===== src/rtl/thy_gate_gen.sv =====
`timescale 1ns/1ps
module thy_gate_gen #(
  parameter int SEG   = 64,
  parameter int ANG_W = 7
) (
  input  logic             clk,
  input  logic             rst_n,
  input  logic [ANG_W-1:0] angle_idx,
  input  logic             dir_rev,
  input  logic             hold_n,
  output logic [5:0]       fwd_gate,
  output logic [5:0]       rev_gate,
  output logic             pd_fb,
  output logic             cycle_strobe
);
  localparam int SCAN    = 6 * SEG;
  localparam int CW      = $clog2(SCAN);
  localparam int DW      = CW + 2;
  localparam int OFS_MIN = SEG / 2;
  localparam int OFS_MAX = 2 * SEG;
  localparam int WIDE    = 3 * SEG;

  logic [CW-1:0] cnt;
  logic [CW-1:0] ofs_q;
  logic          dir_q;
  logic          wrap;
  logic [CW-1:0] ofs_raw;
  logic [CW-1:0] ofs_new;
  logic [5:0]    pat;

  assign wrap    = (cnt == CW'(SCAN - 1));
  assign ofs_raw = CW'(OFS_MIN) + CW'(angle_idx);
  assign ofs_new = (ofs_raw > CW'(OFS_MAX)) ? CW'(OFS_MAX) : ofs_raw;

  always_ff @(posedge clk) begin
    if (!rst_n) begin
      cnt          <= '0;
      ofs_q        <= CW'(OFS_MIN);
      dir_q        <= 1'b0;
      cycle_strobe <= 1'b0;
    end else begin
      cnt          <= wrap ? '0 : cnt + 1'b1;
      cycle_strobe <= wrap;
      if (wrap) begin
        ofs_q <= ofs_new;
        dir_q <= dir_rev;
      end
    end
  end

  for (genvar k = 0; k < 6; k++) begin : g_phase
    logic [DW-1:0] d0, d1;
    assign d0 = DW'(cnt) + DW'(2 * SCAN) - DW'(ofs_q) - DW'(k * SEG);
    assign d1 = (d0 >= DW'(2 * SCAN)) ? d0 - DW'(2 * SCAN)
              : (d0 >= DW'(SCAN))     ? d0 - DW'(SCAN) : d0;
    assign pat[k] = (d1 < DW'(WIDE));
  end

  assign fwd_gate = (hold_n && !dir_q) ? pat : 6'b0;
  assign rev_gate = (hold_n &&  dir_q) ? pat : 6'b0;
  assign pd_fb    = ~cnt[CW-1];
endmodule


===== config.mk =====
export PLATFORM = sky130hd
export DESIGN_NAME = thy_gate_gen
export DESIGN_NICKNAME = d
export VERILOG_FILES = /design/src/rtl/thy_gate_gen.sv
export SDC_FILE = /design/constraint.sdc
export NUM_CORES = 1
export LEC_CHECK = 0
export BUFFER_PORTS_ARGS = -buffer_cell sky130_fd_sc_hd__buf_2
export CORE_MARGIN = 3
export CORE_UTILIZATION = 35
export CTS_BUF_LIST = sky130_fd_sc_hd__clkbuf_4 sky130_fd_sc_hd__clkbuf_8 sky130_fd_sc_hd__clkbuf_16
export DETAILED_ROUTE_END_ITERATION = 8
export HOLD_SLACK_MARGIN = 0.15
export SLEW_MARGIN = 20
export SYNTH_ARGS = -nofsm -noshare
export SYNTH_HDL_FRONTEND = slang
export SYNTH_SLANG_ARGS = --single-unit

===== constraint.sdc =====
create_clock -name clk -period 12.3 [get_ports clk]
set_input_delay 1.23 -clock clk [delete_from_list [all_inputs] [get_ports clk]]
set_output_delay 1.23 -clock clk [all_outputs]
set_load 0.01 [all_outputs]

==> metrics.cfg <==
[clock_tree]
htree_num_levels=1
insertion_delay_ns=0.26
cts_resized=0
path_clk_slew_ns=0.08
cts_setup_buffers=0
cts_buffers=3
holdBufCountCts=0
clk_path_buf_depth=2
cts_tree=done
ctsRootBufferMaster=clkbuf_8
clkSinkCount=19

[logic_synthesis]
yosys_warnings=0
synth_top_area_share=0.211
syn-num-nets=397
yosysMostFrequentCell=ha_1
synthArstFlopShare=0
synthFlopType=dfxtp_1
synth_edf_count=0
syn-instance-count=341
synth.avg_cell_area_um2=7.66
seq_area_frac_synth=0.146
ys_top_cells_by_count=ha_1, nor2_1, a21oi_1, inv_1, nand2_1
synth_top_area_cell=ha_1
syn_area_mm2=0.00261
synth.distinct_cells=61
yosys-top-cells-area=ha_1, dfxtp_1, nor2_1, a21oi_1, xnor2_1
synth_seq_cells=19

[timing]
worst_slew_pin_slew_ns=0.634
fin_crit_ns=6.69
rsz0062_at_grt=no
setup_tns_ns=0
post-route-period-util=0.544
setup_viol=0
drv_slew=0
fmax_mhz=149
hold_violations=0
relSlewSlack=0.574
fin_worst_skew_ns=0.00561

[detailed_routing]
dr.pass1.iters=5
vias=2453
wirelength_mm=6.31
drcViolationCount=0
routed_via_density=5.37
first_iter_violations=128
post_drt_wl_per_cell_um=13.8
ant_nets=0

[floorplan]
die-height_um=92.4
die_x_um=92.4
rows=30
die_area_mm2=0.00854
io_pins=25
core_mm2=0.00702
initial_core_util=0.372

[global_routing]
grt_pass1_vias=2311
grt_pass1_wl_mm=11.1
grt_overflow=0
grt_antenna_before_repair=0
track_usage=0.153
grt_start_max_net_pins=19

[pwr]
irDropWorstVdd_v=0.0000706
cellLeakagePower_nw=1.27
power.density_mw_per_mm2=45.5

[worst_hold_path]
min_path_type=register to register

[placement]
routabilityCongestion=0.845
port_buffers=24
placedCellCount=453
post-dp-hpwl_mm=4.97

[critical_path]
cp.arrival_ns=5.46
cp.required_ns=11.07
end_kind=primary output
crit_top_cell=ha_1
path_cells=inv_1 -> ha_1 -> ha_1 -> fa_1 -> a21oi_2 -> o2111ai_2 -> xnor2_2 -> inv_2 -> ha_1 -> xor2_1 -> xnor2_1 -> ha_1 -> nand2_1 -> nor3_1 -> nor4_1 -> or4_1 -> a211o_1 -> nor2_1 -> buf_2
critPathMaxFanout=13
slowest_stage=xnor2_1
cpPeakStageDelay_ns=0.52
crit_path_start_kind=register
crit_type=register to primary output

[final_layout]
multiInputGateArea_mm2=0.00209
synthToLayoutAreaGrowth_pct=10.0
nets=418
fillers=746
drive_above_1_share=0.122
diodes=0
seq_area_um2=380
final_cells=457

[job]
cap_violations=0

[status]
status=complete, no violations

==> logic make-up after synthesis <==
group	count (synthesis)	share of synthesized area
AND/OR/NAND/NOR	126	0.239
AO/OA/AOI/OAI	86	0.245
adder cells (fa/ha/maj)	45	0.218
buffers and inverters	38	0.0551
XOR/XNOR	19	0.0666
flip-flops	19	0.146
multiplexers	8	0.0307
==> cell type report <==
| class | count | area share |
|---|---|---|
| Timing Repair Buffer | 25 | 0.0444 |
| Tap cell | 96 | 0.0418 |
| Sequential cell | 19 | 0.132 |
| Multi-Input combinational cell | 284 | 0.727 |
| Inverter | 29 | 0.0379 |
| Clock buffer | 3 | 0.0144 |
| Clock inverter | 1 | 0.00261 |
==> through the flow <==
stage | util | instance area, um2 | hold WS [ns] | power [mW] | worst slack, ns
2_1_floorplan | - | 2610 | 0.441 | 0.0812 | 6.53
3_3_place_gp | 0.402 | 2830 | 0.473 | 0.0875 | 5.91
3_5_place_dp | 0.402 | 2830 | 0.468 | 0.0883 | 5.91
4_1_cts | 0.409 | 2870 | 0.487 | 0.132 | 5.60
5_1_grt | 0.409 | 2870 | 0.527 | 0.137 | 5.05
6_report | 0.409 | 2870 | 0.482 | 0.131 | 5.61
==> path summary, 6_finish.rpt <==
path	startpoint	endpoint	slack (ns)	depth (start not counted)
worst min-delay path	cnt[0]$_SDFF_PP0_	cnt[0]$_SDFF_PP0_	0.48	1
worst max-delay path	ofs_q[1]$_SDFFE_PN0P_	fwd_gate[3]	5.61	19
worst max register to register	cnt[1]$_SDFF_PP0_	ofs_q[2]$_SDFFE_PN0P_	10.12	8
worst min register to register	cnt[0]$_SDFF_PP0_	cnt[0]$_SDFF_PP0_	0.48	1
==> worst max-delay path: cells and delay by family, from the launching register on <==
| kind | cells | cell delay, ns |
|---|---|---|
| compound gates | 3 | 0.73 |
| xor+xnor | 3 | 1.17 |
| fa+ha+maj | 5 | 1.57 |
| buf+inv | 3 | 0.42 |
| simple gates | 5 | 0.94 |
| flops | 1 | 0.36 |
==> power breakdown <==
group	internal, mW	switching, mW	leakage [nW]
Combinational	0.00961	0.0138	1.10
Sequential	0.0623	0.00106	0.154
Clock	0.0228	0.0210	0.0217
==> placed cells by master (no fill, tap or decap), types with 6 or more instances in the layout <==
cell | Yosys | layout
dfxtp_1 | 19 | 19
nand3_1 | 15 | 15
buf_2 | 1 | 24
nand2_1 | 21 | 21
a211oi_1 | 8 | 8
mux2i_1 | 8 | 8
nor2_1 | 40 | 40
inv_1 | 24 | 24
nor3b_1 | 7 | 7
ha_1 | 44 | 44
xnor2_1 | 13 | 13
nor3_1 | 12 | 12
a21oi_1 | 24 | 24
o21ai_0 | 6 | 6
==> routing by layer <==
metal | part of all wire | global-route usage | routed length (um)
met5 | 0 | 0 | 0
met4 | 0.0043 | 0.0309 | 27
met3 | 0.037 | 0.0146 | 232
met2 | 0.45 | 0.242 | 2870
met1 | 0.50 | 0.224 | 3180
==> state kept, by name, indices dropped and copies added, names as in the netlist <==
signal and count:
cnt 9, ofs_q 8, cycle_strobe 1, dir_q 1
Note: power is estimated with default switching activity, not from simulation.
